==> src/rtl/tsense_pkg.sv <==
package tsense_pkg;
   localparam int REG_W    = 16;
   localparam int NUM_REGS = 8;
   localparam int PTR_W    = $clog2(NUM_REGS);
   localparam int NUM_LIM  = 3;

   typedef enum logic [PTR_W-1:0] {
      ADR_CAP  = 3'd0,
      ADR_CFG  = 3'd1,
      ADR_HIGH = 3'd2,
      ADR_LOW  = 3'd3,
      ADR_CRIT = 3'd4,
      ADR_TEMP = 3'd5,
      ADR_MFR  = 3'd6,
      ADR_DEV  = 3'd7
   } reg_addr_e;

   // configuration word bit positions
   localparam int B_MODE  = 0;
   localparam int B_POL   = 1;
   localparam int B_CONLY = 2;
   localparam int B_EVEN  = 3;
   localparam int B_STS   = 4;
   localparam int B_CLR   = 5;
   localparam int B_LKA   = 6;
   localparam int B_LKC   = 7;
   localparam int B_SHDN  = 8;
   localparam int B_HYLO  = 9;
   localparam int B_HYHI  = 10;

   typedef struct packed {
      logic [1:0] hyst;
      logic       shdn;
      logic       lock_crit;
      logic       lock_alarm;
      logic       evt_en;
      logic       crit_only;
      logic       pol;
      logic       mode;
   } cfg_t;
endpackage

==> src/rtl/tsense_cfg.sv <==
module tsense_cfg
   import tsense_pkg::*;
#(
   parameter int W = REG_W
) (
   input  logic         clk,
   input  logic         rst_n,
   input  logic         wr_cfg,
   input  logic [W-1:0] wd,
   output cfg_t         cfg_q,
   output logic         clr_pulse
);
   generate
      if (W < B_HYHI + 1) begin : g_bad_width
         $error("tsense_cfg: W too small for the configuration layout");
      end
   endgenerate

   cfg_t cfg_d;
   logic any_lock;
   logic unused_wd;

   assign unused_wd = ^{wd[W-1:B_HYHI+1], wd[B_STS]};
   assign any_lock  = cfg_q.lock_crit | cfg_q.lock_alarm;

   always_comb begin
      cfg_d            = cfg_q;
      cfg_d.lock_crit  = cfg_q.lock_crit  | wd[B_LKC];
      cfg_d.lock_alarm = cfg_q.lock_alarm | wd[B_LKA];
      if (!any_lock) begin
         cfg_d.hyst   = wd[B_HYHI:B_HYLO];
         cfg_d.shdn   = wd[B_SHDN];
         cfg_d.evt_en = wd[B_EVEN];
         cfg_d.pol    = wd[B_POL];
         cfg_d.mode   = wd[B_MODE];
      end else begin
         cfg_d.shdn   = cfg_q.shdn & wd[B_SHDN];
      end
      cfg_d.crit_only = cfg_q.lock_alarm ? (cfg_q.crit_only & wd[B_CONLY]) : wd[B_CONLY];
   end

   always_ff @(posedge clk or negedge rst_n) begin
      if (!rst_n) begin
         cfg_q     <= '0;
         clr_pulse <= 1'b0;
      end else begin
         clr_pulse <= wr_cfg & wd[B_CLR];
         if (wr_cfg) cfg_q <= cfg_d;
      end
   end

   assert_lock_alarm_sticky_R5: assert property (@(posedge clk) disable iff (!rst_n)
      cfg_q.lock_alarm |=> cfg_q.lock_alarm);
   assert_lock_crit_sticky_R5: assert property (@(posedge clk) disable iff (!rst_n)
      cfg_q.lock_crit |=> cfg_q.lock_crit);
   assert_locked_fields_R7: assert property (@(posedge clk) disable iff (!rst_n)
      any_lock |=> $stable({cfg_q.hyst, cfg_q.evt_en, cfg_q.pol, cfg_q.mode}));
   assert_shdn_no_set_R8: assert property (@(posedge clk) disable iff (!rst_n)
      (any_lock && !cfg_q.shdn) |=> !cfg_q.shdn);
   assert_conly_no_set_R9: assert property (@(posedge clk) disable iff (!rst_n)
      (cfg_q.lock_alarm && !cfg_q.crit_only) |=> !cfg_q.crit_only);
   assert_clear_only_on_write_R4: assert property (@(posedge clk) disable iff (!rst_n)
      !wr_cfg |=> !clr_pulse);
endmodule

==> src/rtl/tsense_limits.sv <==
module tsense_limits
   import tsense_pkg::*;
#(
   parameter int W = REG_W,
   parameter int N = NUM_LIM
) (
   input  logic                clk,
   input  logic                rst_n,
   input  logic [N-1:0]        wr_lim,
   input  logic [N-1:0]        lock_v,
   input  logic [W-1:0]        wd,
   output logic [N-1:0][W-1:0] lim_q
);
   generate
      if (N < 1) begin : g_bad_count
         $error("tsense_limits: N must be at least 1");
      end
      for (genvar i = 0; i < N; i++) begin : g_lim
         always_ff @(posedge clk or negedge rst_n) begin
            if (!rst_n)                       lim_q[i] <= '0;
            else if (wr_lim[i] && !lock_v[i]) lim_q[i] <= wd;
         end

         assert_lim_locked_R6: assert property (@(posedge clk) disable iff (!rst_n)
            lock_v[i] |=> $stable(lim_q[i]));
      end
   endgenerate
endmodule

==> src/rtl/tsense_temp.sv <==
module tsense_temp
   import tsense_pkg::*;
#(
   parameter int           W         = REG_W,
   parameter logic [W-1:0] RESET_VAL = '0
) (
   input  logic         clk,
   input  logic         rst_n,
   input  logic         smp_vld,
   input  logic [W-1:0] smp,
   input  logic         frozen,
   output logic [W-1:0] temp_q
);
   always_ff @(posedge clk or negedge rst_n) begin
      if (!rst_n)                  temp_q <= RESET_VAL;
      else if (smp_vld && !frozen) temp_q <= smp;
   end

   assert_frozen_in_shdn_R10: assert property (@(posedge clk) disable iff (!rst_n)
      frozen |=> $stable(temp_q));
endmodule

==> src/rtl/tsense_regbank.sv <==
module tsense_regbank
   import tsense_pkg::*;
#(
   parameter int                DATA_W    = REG_W,
   parameter logic [DATA_W-1:0] CAP_VAL   = 16'h007F,
   parameter logic [DATA_W-1:0] MFR_VAL   = 16'h1B09,
   parameter logic [DATA_W-1:0] DEV_VAL   = 16'h2230,
   parameter logic [DATA_W-1:0] TEMP_INIT = 16'h0000
) (
   input  logic              clk,
   input  logic              rst_n,
   input  logic              ptr_load,
   input  logic [PTR_W-1:0]  ptr_in,
   input  logic              wr_en,
   input  logic [DATA_W-1:0] wr_data,
   output logic [DATA_W-1:0] rd_data,
   input  logic              evt_status,
   input  logic              conv_valid,
   input  logic [DATA_W-1:0] conv_word,
   output logic [1:0]        hyst_sel,
   output logic              shdn,
   output logic              evt_enable,
   output logic              crit_only,
   output logic              evt_pol,
   output logic              evt_mode,
   output logic              evt_clear,
   output logic [DATA_W-1:0] lim_high,
   output logic [DATA_W-1:0] lim_low,
   output logic [DATA_W-1:0] lim_crit,
   output logic [DATA_W-1:0] temp_word
);
   localparam int LIM_BASE = int'(ADR_HIGH);

   generate
      if (DATA_W != REG_W) begin : g_bad_width
         $error("tsense_regbank: DATA_W must equal REG_W");
      end
      if (LIM_BASE + NUM_LIM > NUM_REGS) begin : g_bad_map
         $error("tsense_regbank: limit block exceeds the register map");
      end
   endgenerate

   reg_addr_e                   ptr_q;
   cfg_t                        cfg;
   logic [NUM_LIM-1:0]          wr_lim;
   logic [NUM_LIM-1:0]          lock_v;
   logic [NUM_LIM-1:0][DATA_W-1:0] lim;
   logic [DATA_W-1:0]           cfg_word;
   logic                        wr_cfg;

   always_ff @(posedge clk or negedge rst_n) begin
      if (!rst_n)        ptr_q <= ADR_CAP;
      else if (ptr_load) ptr_q <= reg_addr_e'(ptr_in);
   end

   assign wr_cfg = wr_en && (ptr_q == ADR_CFG);

   generate
      for (genvar i = 0; i < NUM_LIM; i++) begin : g_lim_dec
         assign wr_lim[i] = wr_en && (int'(ptr_q) == LIM_BASE + i);
         // the last limit is the critical one; the others are alarm limits
         if (i == NUM_LIM - 1) begin : g_crit
            assign lock_v[i] = cfg.lock_crit;
         end else begin : g_alarm
            assign lock_v[i] = cfg.lock_alarm;
         end
      end
   endgenerate

   tsense_cfg #(.W(DATA_W)) u_cfg (
      .clk      (clk),
      .rst_n    (rst_n),
      .wr_cfg   (wr_cfg),
      .wd       (wr_data),
      .cfg_q    (cfg),
      .clr_pulse(evt_clear)
   );

   tsense_limits #(.W(DATA_W), .N(NUM_LIM)) u_lim (
      .clk   (clk),
      .rst_n (rst_n),
      .wr_lim(wr_lim),
      .lock_v(lock_v),
      .wd    (wr_data),
      .lim_q (lim)
   );

   tsense_temp #(.W(DATA_W), .RESET_VAL(TEMP_INIT)) u_temp (
      .clk    (clk),
      .rst_n  (rst_n),
      .smp_vld(conv_valid),
      .smp    (conv_word),
      .frozen (cfg.shdn),
      .temp_q (temp_word)
   );

   always_comb begin
      cfg_word                   = '0;
      cfg_word[B_HYHI:B_HYLO]    = cfg.hyst;
      cfg_word[B_SHDN]           = cfg.shdn;
      cfg_word[B_LKC]            = cfg.lock_crit;
      cfg_word[B_LKA]            = cfg.lock_alarm;
      cfg_word[B_STS]            = evt_status;
      cfg_word[B_EVEN]           = cfg.evt_en;
      cfg_word[B_CONLY]          = cfg.crit_only;
      cfg_word[B_POL]            = cfg.pol;
      cfg_word[B_MODE]           = cfg.mode;
   end

   always_comb begin
      unique case (ptr_q)
         ADR_CAP:  rd_data = CAP_VAL;
         ADR_CFG:  rd_data = cfg_word;
         ADR_HIGH: rd_data = lim[0];
         ADR_LOW:  rd_data = lim[1];
         ADR_CRIT: rd_data = lim[2];
         ADR_TEMP: rd_data = temp_word;
         ADR_MFR:  rd_data = MFR_VAL;
         ADR_DEV:  rd_data = DEV_VAL;
         default:  rd_data = '0;
      endcase
   end

   assign hyst_sel   = cfg.hyst;
   assign shdn       = cfg.shdn;
   assign evt_enable = cfg.evt_en;
   assign crit_only  = cfg.crit_only;
   assign evt_pol    = cfg.pol;
   assign evt_mode   = cfg.mode;
   assign lim_high   = lim[0];
   assign lim_low    = lim[1];
   assign lim_crit   = lim[2];

   assert_cfg_reserved_zero_R3: assert property (@(posedge clk) disable iff (!rst_n)
      (ptr_q == ADR_CFG) |-> (rd_data[DATA_W-1:B_HYHI+1] == '0 && !rd_data[B_CLR]));
   assert_fixed_regs_R2: assert property (@(posedge clk) disable iff (!rst_n)
      (ptr_q == ADR_MFR) |-> (rd_data == MFR_VAL));
endmodule

==> config.mk <==
export PLATFORM = sky130hd
export DESIGN_NAME = tsense_regbank
export DESIGN_NICKNAME = d
export VERILOG_FILES = /design/src/rtl/tsense_pkg.sv /design/src/rtl/tsense_cfg.sv /design/src/rtl/tsense_limits.sv /design/src/rtl/tsense_temp.sv /design/src/rtl/tsense_regbank.sv
export SDC_FILE = /design/constraint.sdc
export NUM_CORES = 1
export LEC_CHECK = 0
export ABC_AREA = 1
export BUFFER_PORTS_ARGS = -buffer_cell sky130_fd_sc_hd__clkbuf_2
export CAP_MARGIN = 20
export CORE_MARGIN = 2
export CORE_UTILIZATION = 40
export DETAILED_ROUTE_END_ITERATION = 10
export MAX_ROUTING_LAYER = met4
export PLACE_DENSITY = 0.65
export SETUP_SLACK_MARGIN = 0.05
export SLEW_MARGIN = 20
export SYNTH_ARGS = -nofsm -noshare
export SYNTH_HDL_FRONTEND = slang
export SYNTH_HIERARCHICAL = 1
export SYNTH_SLANG_ARGS = --single-unit
==> constraint.sdc <==
create_clock -name clk -period 3 [get_ports clk]
set_input_delay 0.3 -clock clk [delete_from_list [all_inputs] [get_ports clk]]
set_output_delay 0.3 -clock clk [all_outputs]
set_load 0.02 [all_outputs]
== After elaboration in Yosys (flattened, before gate mapping) ==
Index checks and enable logic that the tools add are counted.
Storage, ports and cells
  register bits: 77
  bits in latches: 0
  memory bits (writable): 0
  bits in read-only memories: 0
  output and inout port bits: 88
  word-level logic and storage cells: 47
  memories kept: 0
Operators by class
  add/subtract/negate cells: 0
  multipliers: 0
  div/mod/pow operators: 0
  order comparisons: 0
  eq/ne operators: 10
  shift operators: 0
  multiplexer cells: 3
  bitwise operators: 7
  reduce and logical (&&, ||, !) cells: 13
Operators by type and width (number)
  16-bit case mux with 8 select lines: 1
  3-bit equality test (second input constant): 7
  1-bit logical AND: 8
  3-bit by 2-bit equality test with 1-bit output (second input constant): 2
  1-bit AND: 3
  3-bit by 1-bit equality test with 1-bit output (second input constant): 1
  1-bit zero test: 3
  3-bit zero test: 1
  1-bit OR: 3
  1-bit two-way mux: 2
  2-bit AND reduction: 1
  1-bit NOT: 1

== Longest topological paths before layout ==
  depth after elaboration: 3
  depth in mapped cells: 9

== By module ==
The synthesis kept the hierarchy.
By module, submodules not included
  tsense_limits: times used 1, cells each 210, area each 1999.4 um2, seq. area each 1201.2 um2
  tsense_regbank: times used 1, cells each 189, area each 1023.5 um2, seq. area each 75.1 um2
  tsense_temp: times used 1, cells each 70, area each 684.4 um2, seq. area each 400.4 um2
  tsense_cfg: times used 1, cells each 41, area each 409.1 um2, seq. area each 250.2 um2

== Least setup slack after synthesis ==
OpenSTA, ideal clock, no wires.
  path type: reg2reg
  start point: register ptr_q[2]
  end point: register u_cfg/cfg_q[2] (netlist bit)
  library setup time: 118 ps
  arrival: 1445 ps
  data required time: 2882 ps
  path slack: 1436 ps
  cell stages (with the launch flop): 8
  path buffers: 3
  period minus slack after synthesis: 1564 ps
  cell sequence: dfrtp_1 > buf_6 > buf_4 > nor4_2 > buf_6 > inv_2 > nor2_1 > nor2_1
Between the ends
  cells in the longest elaborated chain, start to end: 2
Ends and longest elaborated chain
  start, declared: RTL line tsense_regbank.sv:43  | reg_addr_e ptr_q;
  start signal, assigned: RTL line tsense_regbank.sv:53  | else if (ptr_load) ptr_q <= reg_addr_e'(ptr_in);
  3-bit by 1-bit equality test with 1-bit output: RTL line tsense_regbank.sv:56  | assign wr_cfg = wr_en && (ptr_q == ADR_CFG);
  1-bit logical AND: RTL line tsense_regbank.sv:56
  named net wr_cfg: RTL line tsense_regbank.sv:49  | logic wr_cfg;
  end signal, assigned: RTL line tsense_cfg.sv:48  | if (wr_cfg) cfg_q <= cfg_d;
  end, declared: RTL line tsense_cfg.sv:10  | output cfg_t cfg_q,
The timed path passes the listed nets, and every way through them passes these cells.
A chain may end at the register's enable or synchronous reset.

== Worst setup path in the final report ==
  start point: register ptr_q[0]
  end point: output rd_data[15]
Between the ends
  cells in the longest elaborated chain, start to end: 2
Ends and longest elaborated chain
  3-bit equality test, or another cell as far along: RTL line tsense_regbank.sv:111  | unique case (ptr_q)
  16-bit case mux with 8 select lines *: RTL line tsense_regbank.sv:111
  end, declared: RTL line tsense_regbank.sv:16  | output logic [DATA_W-1:0] rd_data,
Mark *: on every way between the ends. The rest lies on a longest branch, timed or not.

==> key figures <==
STA
  – Setup TNS: 0 ps
  – Setup violations, final: 0
  – Fmax: ~430 MHz
  – Final hold viol count: 0
  – Unrepaired setup endpoints after global routing: false
  – Worst slew margin: 35.64%
  – Setup WS post-layout: 654.0 ps
  – Final Skew: 8.985 ps
  – Hold WS: approximately 99 ps
  – Worst-Margin Slew: 965.4 ps
  – Final period util: between 70% and 80%
  – Fin crit period: between 2000 and 2500 ps
  – Max-slew violations: 0

Power
  – Switching Fraction: between 30% and 40%
  – Int Power: just under 0.002 W
  – Peak supply drop: 244.4 µV
  – Clk pwr share: between 20% and 30%
  – Static leakage: 2.754 nW
  – Pwr/cell area: 644.1 nW/µm²
  – Gate power share: 29.0%
  – Switching Power: 0.001212 W
  – Sequential share of power: 43.7%

Clock network
  – Post-CTS Setup Bufs: 0
  – Worst-skew pair later-pin latency: 350 ps
  – Clock-pin slew on the worst setup and hold paths: 80 ps
  – Max Root-Sink Buffers: 2
  – Cts bufs inserted: 9
  – Cts hold-fix bufs: 0
  – Cts repair resizes: 0
  – CTS tree: built
  – Root Buffer: clkbuf_8
  – Clock sink total: 77
  – H-tree levels: 3

Layout
  – Synth-to-layout area growth: 19.36%
  – NumNets Final: 666
  – Final cell count without fillers: around 770
  – Share of cells above drive strength 1: between 30% and 40%
  – Ant diodes: 0
  – # fillers: 1034
  – Fin util: roughly half

Critical path
  – Worst Setup End Kind: output pin
  – Max FO, Critical Path: 11
  – Req. time, crit path: 2700 ps
  – Critical path class: reg2out
  – Reg2reg setup slack: 780 ps
  – Crit start category: register
  – Worst EP arrival: 2050 ps

Routing
  – Via density: 5.296
  – Via Count: 4057
  – Drc violations: 0
  – WL/cell: 17.07 µm
  – DRT Wirelength: 13.08 mm
  – 1st-pass router iterations: 5
  – Antenna viol nets, final: 0
  – DR iter-0 viols: ~350
  – Uppermost layer routed: met4
  – Wire length on met2: 6.124 mm
  – Metal-1 WL: 5.665 mm
  – Met3 wire length: about 1.0 mm

Yosys
  – Syn. warnings: 6
  – Largest cells by area after synthesis: dfrtp_1 (47%), nand2_1 (16%), nand3_1 (11%), nand4_1 (4.6%), buf_6 (4.4%)
  – XOR/XNOR Fraction of Synth Area: 0%
  – Post-Synthesis Cells: a little over 500
  – Share of the synthesized area in the top cell type: 46.81%
  – Ys async rst share: 100.0%
  – Synth unique cells: 27
  – Yosys reg bits: 77
  – Simple-Gate Fraction of Synth Area: 40.27%
  – Largest family of logic cells by synthesized area: simple AND/OR/NAND/NOR gates
  – Post-Syn Area: ~4000 µm²
  – Top_reg_cell synth: dfrtp_1
  – Post-synthesis compound-gate area fraction: 2.219%
  – Sequential element share of the synthesized area: 46.81%
  – Number of synthesized flops with an enable pin: 0
  – Post-synthesis mux area share: 0%
  – Largest area contributor in the netlist: dfrtp_1
  – Mapped Nets: 551
  – Syn Area/Cell: 8.071 µm²
  – Adder-cell share of the synthesized area: 0%

GRT
  – GRT Overall Usage: 24.85%
  – Global-route wire length before repair: ~21 mm
  – Total global routing overflow: 0
  – Vias in the first global route: 3889
  – Largest net degree at the start of global routing: 78
  – Initial antenna violation count: 0

Floorplan
  – DIE WIDTH: 105.4 µm
  – IO Pins: 129
  – Die Area: 11120 µm²
  – FP Rows: 37
  – Core area: 10140 µm²
  – Die Ht: 105.4 µm
  – Initial Utilization: about two fifths

Place
  – Dpl hpwl: 9.429 mm
  – Setup WS pre-CTS: 886.2 ps
  – GP Congestion: 0.8963
  – Port Buffer Count: 128
  – DP Cell Count: 750

Hold path
  – Class of the worst hold path: in2async

Run status
  – Status: finished, final reports clean

Flow run
  – Max-cap viol count: 0
-- through the flow --
step / instance area (µm²) / total power (W)
floorplan: 4116 / 0.001970
global placement: 4698 / 0.002312
detailed placement: 4698 / 0.002323
CTS: 4913 / 0.003185
global route: 4913 / 0.003337
finish: 4913 / 0.003165
-- state kept, by name (all words and copies together) (netlist names) --
| name | cells |
|---|---|
| u_cfg/cfg_q | 9 |
| u_lim/lim_q | 48 |
| ptr_q | 3 |
| u_temp/temp_q | 16 |
| u_cfg/clr_pulse | 1 |
-- layer usage --
metal,global-route usage (%),vias to the layer above
met4,7.619,0
met2,37.93,199
li1,-,1887
met3,4.267,17
met5,-,-
met1,33.98,1954
-- cells in the mapped netlist (2+ instances only) --
cell and count:
o21ai_0 5, nand2_1 171, dfrtp_1 77, nand2_8 2
o21ai_2 3, nor2_1 31, nand2_4 3, inv_1 27
buf_2 2, inv_2 5, nand3_2 2, nand2_2 14
a21oi_1 3, nor2_2 3, nand3_1 92, inv_4 3
nor2_4 3, buf_6 16, nand4_1 30, buf_4 11
-- cell usage in the layout, fill, tap and decap left out, types with 2 or more instances in the layout --
master,instances
dfrtp_1,77
a21oi_1,3
inv_1,27
inv_2,5
inv_4,3
clkinvlp_4,3
nor2_1,31
nor2_4,3
nand2_2,14
nand3_1,92
bufinv_16,2
clkbuf_2,127
nand2_1,171
nand4_1,30
nand2_4,3
nand2_8,2
clkbuf_8,9
nand3_2,2
buf_4,7
o21ai_0,5
o21ai_2,3
nor2_2,3
-- cell type report --
| cell class | instances | area, µm² | area share (%) |
|---|---|---|---|
| clock buffer | 10 | 127.6 | 2.597 |
| clock inverter | 6 | 87.58 | 1.783 |
| inverter | 35 | 138.9 | 2.827 |
| multi-input combinational | 367 | 1754 | 35.70 |
| sequential | 77 | 1927 | 39.22 |
| tap | 136 | 170.2 | 3.463 |
| timing repair buffer | 135 | 708.2 | 14.41 |
-- final timing paths --
path | from | cells past startpoint | end
max | ptr_q[0]$_DFFE_PN0P_ | 6 | rd_data[15]
min | rst_n | 1 | u_temp/temp_q[12]$_DFFE_PN0P_
max reg2reg | ptr_q[0]$_DFFE_PN0P_ | 6 | u_lim/lim_q[40]$_DFFE_PN0P_
min reg2reg | u_temp/temp_q[3]$_DFFE_PN0P_ | 2 | u_temp/temp_q[3]$_DFFE_PN0P_
max in group asynchronous | rst_n | 1 | u_lim/lim_q[19]$_DFFE_PN0P_
min in group clk | ptr_in[2] | 3 | ptr_q[2]$_DFFE_PN0P_
-- power groups by stage --
stage	clock (W)	sequential, W	combinational, W
floorplan	0	0.00156	0.000413
global placement	0	0.00140	0.000910
detailed placement	0	0.00140	0.000921
CTS	0.000877	0.00138	0.000924
global route	0.000919	0.00141	0.00100
finish	0.000863	0.00138	0.000919
-- worst max-delay path: stages, from the launching register on --
cell      delay (ps)
dfrtp_1          550
inv_2            280
nand2_1          130
nor2_2           320
nand2_1           90
nand4_1          130
clkbuf_2         190
-- cell families (layout without fill, tap and decap cells) --
kind of cell / after synthesis / in the layout
DFF: 77 / 77
AOI/OAI and AO/OA: 14 / 14
buffers and inverters: 66 / 186
and+or+nand+nor: 353 / 353
Power figures use the tool's default switching activity.
